<file path="config.mk">
export PLATFORM = sky130hd
export DESIGN_NAME = irq_accept_unit
export DESIGN_NICKNAME = d
export VERILOG_FILES = /design/src/rtl/irq_pkg.sv /design/src/rtl/irq_pending.sv /design/src/rtl/irq_prio_sel.sv /design/src/rtl/irq_shadow_ctrl.sv /design/src/rtl/irq_accept_unit.sv
export SDC_FILE = /design/constraint.sdc
export NUM_CORES = 1
export LEC_CHECK = 0
export BUFFER_PORTS_ARGS = -buffer_cell sky130_fd_sc_hd__buf_2
export CORE_AREA = 4 4 70 98
export DETAILED_ROUTE_END_ITERATION = 7
export DIE_AREA = 0 0 74 102
export PLACE_DENSITY = 0.71
export SETUP_SLACK_MARGIN = 0.5
export SLEW_MARGIN = 15
export SYNTH_ARGS = -nofsm -noshare
export SYNTH_HDL_FRONTEND = slang
export SYNTH_SLANG_ARGS = --single-unit
</file>
<file path="constraint.sdc">
create_clock -name clk_i -period 13.9 [get_ports clk_i]
set_input_delay 1.39 -clock clk_i [delete_from_list [all_inputs] [get_ports clk_i]]
set_output_delay 1.39 -clock clk_i [all_outputs]
set_load 0.03 [all_outputs]
</file>
<file path="src/rtl/irq_pkg.sv">
package irq_pkg;
  localparam int LVL_W   = 3;
  localparam int LVL_TOP = (1 << LVL_W) - 1;

  typedef logic [LVL_W-1:0] lvl_t;

  function automatic lvl_t lvl_sat_inc(lvl_t l);
    return (l == lvl_t'(LVL_TOP)) ? l : l + lvl_t'(1);
  endfunction
endpackage

</file>
<file path="src/rtl/irq_pending.sv">
module irq_pending #(
  parameter int NUM_SRC = 8
) (
  input  logic               clk_i,
  input  logic               rst_ni,
  input  logic [NUM_SRC-1:0] req_i,
  input  logic               level_mode_i,
  input  logic [NUM_SRC-1:0] clr_i,
  output logic [NUM_SRC-1:0] pending_o
);
  logic [NUM_SRC-1:0] req_q;
  logic [NUM_SRC-1:0] pend_q;
  logic [NUM_SRC-1:0] pend_d;

  always_ff @(posedge clk_i or negedge rst_ni) begin
    if (!rst_ni) req_q <= '0;
    else         req_q <= req_i;
  end

  for (genvar i = 0; i < NUM_SRC; i++) begin : g_src
    logic rise;
    assign rise = req_i[i] & ~req_q[i];
    if (i == 0) begin : g_lvl_capable
      // level mode: flag tracks the pin, so acceptance cannot retire it
      always_comb begin
        if (level_mode_i) pend_d[i] = req_i[i];
        else              pend_d[i] = (pend_q[i] & ~clr_i[i]) | rise;
      end
    end else begin : g_edge
      always_comb pend_d[i] = (pend_q[i] & ~clr_i[i]) | rise;
    end
  end

  always_ff @(posedge clk_i or negedge rst_ni) begin
    if (!rst_ni) pend_q <= '0;
    else         pend_q <= pend_d;
  end

  assign pending_o = pend_q;
endmodule

</file>
<file path="src/rtl/irq_prio_sel.sv">
module irq_prio_sel
  import irq_pkg::*;
#(
  parameter int NUM_SRC = 8,
  localparam int IDX_W  = (NUM_SRC > 1) ? $clog2(NUM_SRC) : 1
) (
  input  logic [NUM_SRC-1:0]       pending_i,
  input  logic [NUM_SRC-1:0]       claim_i,
  input  logic [NUM_SRC*LVL_W-1:0] prio_i,
  input  lvl_t                     mask_i,
  output logic                     any_o,
  output logic [IDX_W-1:0]         idx_o,
  output lvl_t                     lvl_o
);
  lvl_t               lvl_a [NUM_SRC];
  logic [NUM_SRC-1:0] elig;

  for (genvar i = 0; i < NUM_SRC; i++) begin : g_elig
    assign lvl_a[i] = prio_i[i*LVL_W +: LVL_W];
    assign elig[i]  = pending_i[i] & ~claim_i[i] & (lvl_a[i] != '0) &
                      ((lvl_a[i] >= mask_i) | (lvl_a[i] == lvl_t'(LVL_TOP)));
  end

  // strict compare keeps the lowest index among equal levels
  always_comb begin
    any_o = 1'b0;
    idx_o = '0;
    lvl_o = '0;
    for (int i = 0; i < NUM_SRC; i++) begin
      if (elig[i] && (!any_o || lvl_a[i] > lvl_o)) begin
        any_o = 1'b1;
        idx_o = IDX_W'(i);
        lvl_o = lvl_a[i];
      end
    end
  end
endmodule

</file>
<file path="src/rtl/irq_shadow_ctrl.sv">
module irq_shadow_ctrl
  import irq_pkg::*;
(
  input  logic clk_i,
  input  logic rst_ni,
  input  logic retire_i,
  input  logic ei_i,
  input  lvl_t ei_level_i,
  input  logic reti_i,
  input  logic take_i,
  input  lvl_t take_lvl_i,
  output logic shadow_o,
  output logic inhibit_o,
  output lvl_t mask_o
);
  logic inhibit_q;
  lvl_t mask_q;
  logic opener;

  assign opener   = ei_i | reti_i;
  // a strobe that retires with its own boundary consumes that boundary
  assign shadow_o = inhibit_q | opener;

  always_ff @(posedge clk_i or negedge rst_ni) begin
    if (!rst_ni)              inhibit_q <= 1'b0;
    else if (retire_i)        inhibit_q <= 1'b0;
    else if (opener)          inhibit_q <= 1'b1;
  end

  always_ff @(posedge clk_i or negedge rst_ni) begin
    if (!rst_ni)     mask_q <= lvl_t'(LVL_TOP);
    else if (ei_i)   mask_q <= ei_level_i;
    else if (take_i) mask_q <= lvl_sat_inc(take_lvl_i);
  end

  assign inhibit_o = inhibit_q;
  assign mask_o    = mask_q;
endmodule

</file>
<file path="src/rtl/irq_accept_unit.sv">
module irq_accept_unit
  import irq_pkg::*;
#(
  parameter int NUM_SRC = 8,
  localparam int IDX_W  = (NUM_SRC > 1) ? $clog2(NUM_SRC) : 1
) (
  input  logic                     clk_i,
  input  logic                     rst_ni,
  input  logic [NUM_SRC-1:0]       req_i,
  input  logic [NUM_SRC*LVL_W-1:0] prio_i,
  input  logic                     level_mode_i,
  input  logic [NUM_SRC-1:0]       dma_claim_i,
  input  logic                     retire_i,
  input  logic                     ei_i,
  input  logic [LVL_W-1:0]         ei_level_i,
  input  logic                     reti_i,
  output logic                     accept_o,
  output logic [IDX_W-1:0]         vec_o,
  output logic [LVL_W-1:0]         lvl_o
);
  logic [NUM_SRC-1:0] pending_q;
  logic [NUM_SRC-1:0] clr;
  logic               any;
  logic [IDX_W-1:0]   sel_idx;
  lvl_t               sel_lvl;
  logic               shadow;
  logic               inhibit_q;
  lvl_t               mask_q;
  logic               take;

  irq_pending #(.NUM_SRC(NUM_SRC)) u_pending (
    .clk_i        (clk_i),
    .rst_ni       (rst_ni),
    .req_i        (req_i),
    .level_mode_i (level_mode_i),
    .clr_i        (clr),
    .pending_o    (pending_q)
  );

  irq_prio_sel #(.NUM_SRC(NUM_SRC)) u_sel (
    .pending_i (pending_q),
    .claim_i   (dma_claim_i),
    .prio_i    (prio_i),
    .mask_i    (mask_q),
    .any_o     (any),
    .idx_o     (sel_idx),
    .lvl_o     (sel_lvl)
  );

  irq_shadow_ctrl u_shadow (
    .clk_i      (clk_i),
    .rst_ni     (rst_ni),
    .retire_i   (retire_i),
    .ei_i       (ei_i),
    .ei_level_i (ei_level_i),
    .reti_i     (reti_i),
    .take_i     (take),
    .take_lvl_i (sel_lvl),
    .shadow_o   (shadow),
    .inhibit_o  (inhibit_q),
    .mask_o     (mask_q)
  );

  assign take = retire_i & ~shadow & any;

  for (genvar i = 0; i < NUM_SRC; i++) begin : g_clr
    assign clr[i] = take & (sel_idx == IDX_W'(i));
  end

  always_ff @(posedge clk_i or negedge rst_ni) begin
    if (!rst_ni) begin
      accept_o <= 1'b0;
      vec_o    <= '0;
      lvl_o    <= '0;
    end else begin
      accept_o <= take;
      if (take) begin
        vec_o <= sel_idx;
        lvl_o <= sel_lvl;
      end
    end
  end
endmodule

</file>
Yosys cells after proc, flatten, opt, wreduce, memory -nomap -nowiden
Index checks and enable logic that the tools add are counted.
{"block": "classes", "add_sub_neg": 1, "n_mul": 0, "div_mod_pow": 0, "n_lt_le_gt_ge": 15, "n_eq_ne": 16, "shift": 0, "mux": 29, "n_bitwise": 93, "reduce_logical": 32}
{"operator": "AND 1 bit", "n": 50}
{"operator": "2-to-1 mux 3 bit", "n": 15}
{"operator": "== test 3 bit, second input constant", "n": 13}
{"operator": "NOT 1 bit", "n": 25}
{"operator": ">= comparator 3 bit", "n": 8}
{"operator": "nonzero test 3 bit", "n": 8}
{"operator": "> comparator 3 bit", "n": 7}
{"operator": "OR 1 bit", "n": 18}
{"operator": "2-to-1 mux 1 bit", "n": 12}
{"operator": "logical AND 1 bit", "n": 7}
{"operator": "zero test 1 bit", "n": 7}
{"operator": "logical OR 1 bit", "n": 7}
{"operator": "== test 3 x 2 -> 1 bit, second input constant", "n": 2}
{"operator": "2-to-1 mux 2 bit", "n": 2}
{"operator": "nonzero test 2 bit", "n": 2}
{"operator": "adder 3 x 1 -> 3 bit, second input constant", "n": 1}
{"operator": "== test 3 x 1 -> 1 bit, second input constant", "n": 1}
{"operator": "zero test 3 bit", "n": 1}
{"block": "totals", "register_bits": 27, "latch_bits": 0, "ram_bits": 0, "romBits": 0, "inputBits": 49, "output_inout_bits": 7, "elab_cells": 193, "n_memories": 0}

Depth between registers and ports, before layout
{"block": "logic_depth", "depth_word": 39, "mapped_depth": 65, "depth_no_buf": 64}

By module
A second synthesis with hierarchy kept.
{"block": "hier_totals", "cells_unflattened": 333, "area_unflattened_um2": 2885.3}
{"module": "irq_prio_sel", "instances": 1, "cells_per_inst": 244, "area_per_inst_um2": 1810.5, "seq_area_each_um2": 0.0}
{"module": "irq_pending", "instances": 1, "cells_per_inst": 40, "area_per_inst_um2": 515.5, "seq_area_each_um2": 400.4}
{"module": "irq_accept_unit", "instances": 1, "cells_per_inst": 29, "area_per_inst_um2": 336.6, "seq_area_each_um2": 175.2}
{"module": "irq_shadow_ctrl", "instances": 1, "cells_per_inst": 20, "area_per_inst_um2": 222.7, "seq_area_each_um2": 103.8}

Worst setup path before layout
OpenSTA, ideal clock, no wires.
{"block": "synth_path", "path_type": "input to register", "from": "input port prio_i[0]", "to": "register u_shadow.mask_q[0] (netlist: u_shadow.mask_o[0])", "setup_time_ns": 0.082, "t_arrival_ns": 11.630, "required_ns": 13.818, "path_slack_ns": 2.188, "path_stages": 62, "path_buffers": 1, "path_cell_list": "inv_1 > ha_1 > nand2b_1 > a31o_1 > a21o_1 > nand3_1 > ha_1 > a211oi_1 > o21ai_1 > o21ai_1 > mux2_2 > ha_1 > nor2b_1 > o21a_1 > o21ai_0 > a21o_1 > a21oi_1 > inv_1 > [... 26 more ...] > a21oi_1 > a31oi_1 > o21a_1 > a21oi_1 > nand2_1 > o21ai_0 > ha_1 > a21o_1 > a21oi_1 > a31oi_1 > o21ai_2 > o21ai_0 > a21oi_1 > or2_1 > ha_1 > o211a_2 > xor2_1 > o21ai_1"}
{"block": "synth_via", "elab_chain_len": 36, "word_cells_on_any_way": 57, "cone_classes": "1 x add/sub; 8 x order compare; 2 x eq/ne; 19 x mux; 4 x bitwise; 23 x reduce/logical"}
{"element": "start, declared", "line_no": "irq_accept_unit.sv:10", "rtl": "input logic [NUM_SRC*LVL_W-1:0] prio_i,"}
{"element": ">= comparator 3 bit (tied with other cells)", "line_no": "irq_prio_sel.sv:21", "rtl": "((lvl_a[i] >= mask_i) | (lvl_a[i] == lvl_t'(LVL_TOP)));"}
{"element": "OR 1 bit / AND 1 bit (equally long branches)", "line_no": "irq_prio_sel.sv:21, irq_prio_sel.sv:20"}
{"element": "AND 1 bit", "line_no": "irq_prio_sel.sv:20", "rtl": "assign elig[i] = pending_i[i] & ~claim_i[i] & (lvl_a[i] != '0) &"}
{"element": "2-to-1 mux 3 bit / 2-to-1 mux 1 bit (equally long branches)", "line_no": "irq_prio_sel.sv:30", "rtl": "if (elig[i] && (!any_o || lvl_a[i] > lvl_o)) begin"}
{"element": "> comparator 3 bit / zero test 1 bit (equally long branches)", "line_no": "irq_prio_sel.sv:30"}
{"element": "logical OR 1 bit", "line_no": "irq_prio_sel.sv:30"}
{"element": "logical AND 1 bit", "line_no": "irq_prio_sel.sv:30"}
{"element": "2-to-1 mux 3 bit / 2-to-1 mux 1 bit (equally long branches)", "line_no": "irq_prio_sel.sv:30"}
{"element": "[... 21 more ...]"}
{"element": "logical OR 1 bit", "line_no": "irq_prio_sel.sv:30"}
{"element": "logical AND 1 bit", "line_no": "irq_prio_sel.sv:30"}
{"element": "2-to-1 mux 3 bit (*)", "line_no": "irq_prio_sel.sv:30"}
{"element": "via sel_lvl[1]", "line_no": "irq_accept_unit.sv:25", "rtl": "lvl_t sel_lvl;"}
{"element": "== test 3 bit (*)", "line_no": "irq_pkg.sv:8", "rtl": "return (l == lvl_t'(LVL_TOP)) ? l : l + lvl_t'(1);"}
{"element": "2-to-1 mux 3 bit (*)", "line_no": "irq_pkg.sv:8"}
{"element": "2-to-1 mux 3 bit (*)", "line_no": "irq_shadow_ctrl.sv:33", "rtl": "else if (take_i) mask_q <= lvl_sat_inc(take_lvl_i);"}
{"element": "2-to-1 mux 3 bit (*)", "line_no": "irq_shadow_ctrl.sv:32", "rtl": "else if (ei_i) mask_q <= ei_level_i;"}
{"element": "end signal, assigned", "line_no": "irq_shadow_ctrl.sv:31", "rtl": "if (!rst_ni) mask_q <= lvl_t'(LVL_TOP);"}
{"element": "end signal, assigned", "line_no": "irq_shadow_ctrl.sv:32"}
{"element": "end signal, assigned", "line_no": "irq_shadow_ctrl.sv:33"}
{"element": "end, declared", "line_no": "irq_shadow_ctrl.sv:17", "rtl": "lvl_t mask_q;"}
Mark *: on every way through the listed nets, which the timed path passes. The rest lies on a longest branch. The select of a mux whose other input is x is not followed.
A chain may end at the register's enable or synchronous reset.

Final worst setup path
{"block": "layout_path", "from": "input port prio_i[0]", "to": "register u_shadow.mask_q[0] (netlist: u_shadow.mask_o[0])"}
{"block": "layout_via", "elab_chain_len": 36, "word_cells_on_any_way": 57, "cone_classes": "1 x add/sub; 8 x order compare; 2 x eq/ne; 19 x mux; 4 x bitwise; 23 x reduce/logical"}
{"element": ">= comparator 3 bit (tied with other cells)", "line_no": "irq_prio_sel.sv:21"}
{"element": "OR 1 bit / AND 1 bit (equally long branches)", "line_no": "irq_prio_sel.sv:21, irq_prio_sel.sv:20"}
{"element": "AND 1 bit", "line_no": "irq_prio_sel.sv:20"}
{"element": "2-to-1 mux 3 bit / 2-to-1 mux 1 bit (equally long branches)", "line_no": "irq_prio_sel.sv:30"}
{"element": "> comparator 3 bit / zero test 1 bit (equally long branches)", "line_no": "irq_prio_sel.sv:30"}
{"element": "logical OR 1 bit", "line_no": "irq_prio_sel.sv:30"}
{"element": "logical AND 1 bit", "line_no": "irq_prio_sel.sv:30"}
{"element": "2-to-1 mux 3 bit / 2-to-1 mux 1 bit (equally long branches)", "line_no": "irq_prio_sel.sv:30"}
{"element": "[... 21 more ...]"}
{"element": "logical OR 1 bit", "line_no": "irq_prio_sel.sv:30"}
{"element": "logical AND 1 bit", "line_no": "irq_prio_sel.sv:30"}
{"element": "2-to-1 mux 3 bit (*)", "line_no": "irq_prio_sel.sv:30"}
{"element": "via sel_lvl[0]", "line_no": "irq_accept_unit.sv:25"}
{"element": "adder 3 x 1 -> 3 bit / == test 3 bit (equally long branches)", "line_no": "irq_pkg.sv:8"}
{"element": "2-to-1 mux 3 bit (*)", "line_no": "irq_pkg.sv:8"}
{"element": "2-to-1 mux 3 bit (*)", "line_no": "irq_shadow_ctrl.sv:33"}
{"element": "2-to-1 mux 3 bit (*)", "line_no": "irq_shadow_ctrl.sv:32"}
Marked as above.

==> flow_metrics.tcl <==
set metrics [dict create \
    hpwl_microns 5850 \
    seq_power_share_pct 22.2 \
    syn_to_final_growth_pct 14.2 \
    synth-edff-count 0 \
    drtIter0Drc 159 \
    tns_ns 0 \
    netlist_instances 338 \
    min_to "u_pending.pending_o[2]" \
    endpoint_kind "register" \
    r2r-end "u_shadow.mask_o[0]" \
    p_sw_share_pct 47.8 \
    io_buffer_count 55 \
    drc_errors 0 \
    synth_area_sq_um 2910 \
    syn-num-nets 433 \
    p_sw_uw 219 \
    tightest_slew_ns 0.607 \
    fillers 596 \
    ctsResizeCount 0 \
    dr_total_vias 2690 \
    htree_levels 1 \
    place_ws_ns 0.878 \
    hp-class "reg -> reg" \
    drtAntennaViolNets 0 \
    slowest_delay_ns 0.41 \
    clk_pin_slew_ns 0.09 \
    hold_depth 1 \
    n_antenna_cell 0 \
    wl_per_cell_microns 15.3 \
    syn_avg_cell_area_sq_um 8.60 \
    r2r_slack_ns 1.92 \
    clk_latency_ns 0.27 \
    hold_viol 0 \
    max_freq_ghz 0.0805 \
    p_leak_uw 0.00160 \
    first_pass_iters 4 \
    design.core.area_sq_um 6080 \
    yosysWarningCount 0 \
    synthFlopType "dfrtp_1" \
    worstPathArrival_ns 12.60 \
    path_class "in -> reg" \
    slew_viol_final 0 \
    drv_cap 0 \
    grt_overflow 0 \
    grt_pass1_wl_microns 11900 \
    viasPerCell 5.78 \
    cts_setup_buffers 0 \
    p_per_area_nw_per_um2 138 \
    rows 34 \
    p_clk_share_pct 9.7 \
    cts.path.max_buffers 2 \
    hp-start "u_pending.req_q[2]" \
    hold_buffers 0 \
    track_usage_pct 19.7 \
    async_reset_ff_share_pct 100 \
    ioPinCount 56 \
    cts_tree "built" \
    wirelength_microns 7130 \
    path_delay_family "compound AO/OA/AOI/OAI gates" \
    yosysSeqAreaShare_pct 23.4 \
    r2r_cells 62 \
    floorplan.initialDensity_pct 47.8 \
    crit_buf_inv 5 \
    die_w_microns 74 \
    gp_congestion 0.828 \
    peakVddDrop_uv 117 \
    min_period_over_period_pct 89.3 \
    cell_internal_pwr_uw 239 \
    status "finished, final reports clean" \
    combinationalPowerShare_pct 68.0 \
    crit_slowest_cell "mux2_2" \
    dieArea_sq_um 7550 \
    fin_crit_ns 12.42 \
    cp.required_ns 14.09 \
    skew_ns 0.00611 \
    antenna_found_initial 0 \
    crit_fanout 15 \
    drive_above_1_share_pct 22.6 \
    grt_max_degree 28 \
    rsz0062_at_grt "no" \
    reg2reg_from "u_shadow.mask_o[2]" \
    grt_pass1_vias 2680 \
    worst_slack_ns 1.48 \
    worst_path_most_repeated_cell "ha_1" \
    die_h_microns 102 \
    synth_seq_cells 27 \
    relSlewSlack_pct 59.4 \
    synth.distinct_cells 65 \
    cts_root_buf "clkbuf_8" \
    setup_viol 0 \
    numClockSinks 27 \
    start_kind "input pin" \
    cts_made_buffers 3 \
    nets 489 \
]
## worst reg2reg max path: cells and delay by family, from the launching register on
family | cells | cell delay, ns
xor gates and xnor gates | 1 | 0.15
and+or+nand+nor | 7 | 0.87
DFF | 1 | 0.52
adders and majority gates | 9 | 2.66
buffers and inverters | 4 | 0.57
AOI/OAI and AO/OA | 40 | 6.69
muxes | 1 | 0.41
## state kept, by name, indices dropped and copies added, names as in the netlist
name / count
accept_o: 1
lvl_o: 3
u_pending.pending_o: 8
u_pending.req_q: 8
u_shadow.inhibit_o: 1
u_shadow.mask_o: 3
vec_o: 3
## synthesized netlist by cell type, drive strengths merged, types with 3 or more instances
cell | n | area [sq um]
mux2 | 3 | 33.8
dfrtp | 24 | 601
inv | 36 | 135
and2 | 3 | 18.8
o211ai | 7 | 52.6
or2 | 5 | 31.3
nand2 | 23 | 86.3
a31oi | 6 | 43.8
nor2 | 12 | 45.0
a21oi | 24 | 120
nor3 | 4 | 20.0
nand3 | 6 | 35.0
nor2b | 13 | 81.3
nand2b | 4 | 25.0
ha | 46 | 576
a211oi | 10 | 92.6
buf | 4 | 28.8
dfstp | 3 | 78.8
o21ai | 35 | 179
a22oi | 3 | 22.5
a21o | 15 | 113
o21a | 10 | 75.1
o32ai | 3 | 33.8
o22ai | 5 | 31.3
## final cells by class
class,instances,area [sq um],area share (%)
timing repair buffer,56,283,8.52
multi-input combinational,270,2080,62.7
clock inverter,1,7.51,0.226
clock buffer,3,41.3,1.24
inverter,36,135,4.07
tap,72,90.1,2.71
sequential,27,679,20.5
## cells in the final DEF (no fill, tap or decap), types with 2 or more instances in the layout
cell type	Yosys	routed
buf_2	2	55
ha_1	46	46
inv_1	35	35
a21oi_1	24	24
dfrtp_1	24	24
nand2_1	23	23
o21ai_0	24	23
a21o_1	15	15
nor2b_1	13	13
nor2_1	12	12
o21ai_1	10	9
o21a_1	10	9
a211oi_1	8	8
o211ai_1	7	7
nand3_1	5	5
o22ai_1	5	5
nand2b_1	4	4
nor3_1	4	4
a31oi_1	5	4
or2_2	3	3
a22oi_1	3	3
and2_1	3	3
mux2_2	3	3
clkbuf_8	0	3
dfstp_2	3	3
o221a_2	2	2
o32ai_1	2	2
o21ai_2	1	2
nor3b_1	2	2
o221ai_1	2	2
o22a_1	2	2
a31oi_2	1	2
or2_1	2	2
## power groups by stage
stage	Combinational, uW	Sequential (uW)	Clock (uW)
floorplan	213	119	0
global placement	295	103	0
detailed placement	302	103	0
CTS	303	102	46.7
global route	351	104	49.0
finish	312	102	44.6
## logic make-up (layout without fill, tap and decap cells)
family | after synthesis | count (layout) | share of synthesized area (%)
buffers and inverters | 41 | 96 | 5.77
multiplexers | 4 | 4 | 1.51
XOR/XNOR | 1 | 1 | 0.301
AO/OA/AOI/OAI | 144 | 144 | 35.8
flip-flops | 27 | 27 | 23.4
AND/OR/NAND/NOR | 75 | 75 | 13.5
adder cells (fa/ha/maj) | 46 | 46 | 19.8
## per-stage QoR
step / hold slack [ns] / utilization, % / instances / total power (uW) / instance area [sq um]
after floorplan: 0.392 / - / 338 / 331 / 2910
after global placement: 0.395 / 53.4 / 461 / 398 / 3250
after detailed placement: 0.406 / 53.4 / 461 / 405 / 3250
after CTS: 0.420 / 54.2 / 465 / 452 / 3300
after global routing: 0.443 / 54.5 / 465 / 504 / 3320
final: 0.419 / 54.5 / 465 / 458 / 3320
## routing by layer
metal	GRT usage (%)	vias up	part of all wire, %
met5	0	-	0
met4	5.86	0	1.3
met3	0.984	8	2.6
met2	35.7	49	51
met1	24.9	1250	45
li1	-	1383	-
## worst max-delay path by stage
stage	startpoint	cells after the start	slack, ns	endpoint
global route	prio_i[0]	63	0.59	u_shadow.mask_o[0]
CTS	prio_i[0]	63	1.18	u_shadow.mask_o[0]
global placement	prio_i[0]	63	1.06	u_shadow.mask_o[0]
finish	prio_i[0]	63	1.48	u_shadow.mask_o[0]
floorplan	prio_i[0]	62	2.19	u_shadow.mask_o[0]
detailed placement	prio_i[0]	63	0.88	u_shadow.mask_o[0]
Note: power is estimated with default switching activity, not from simulation.
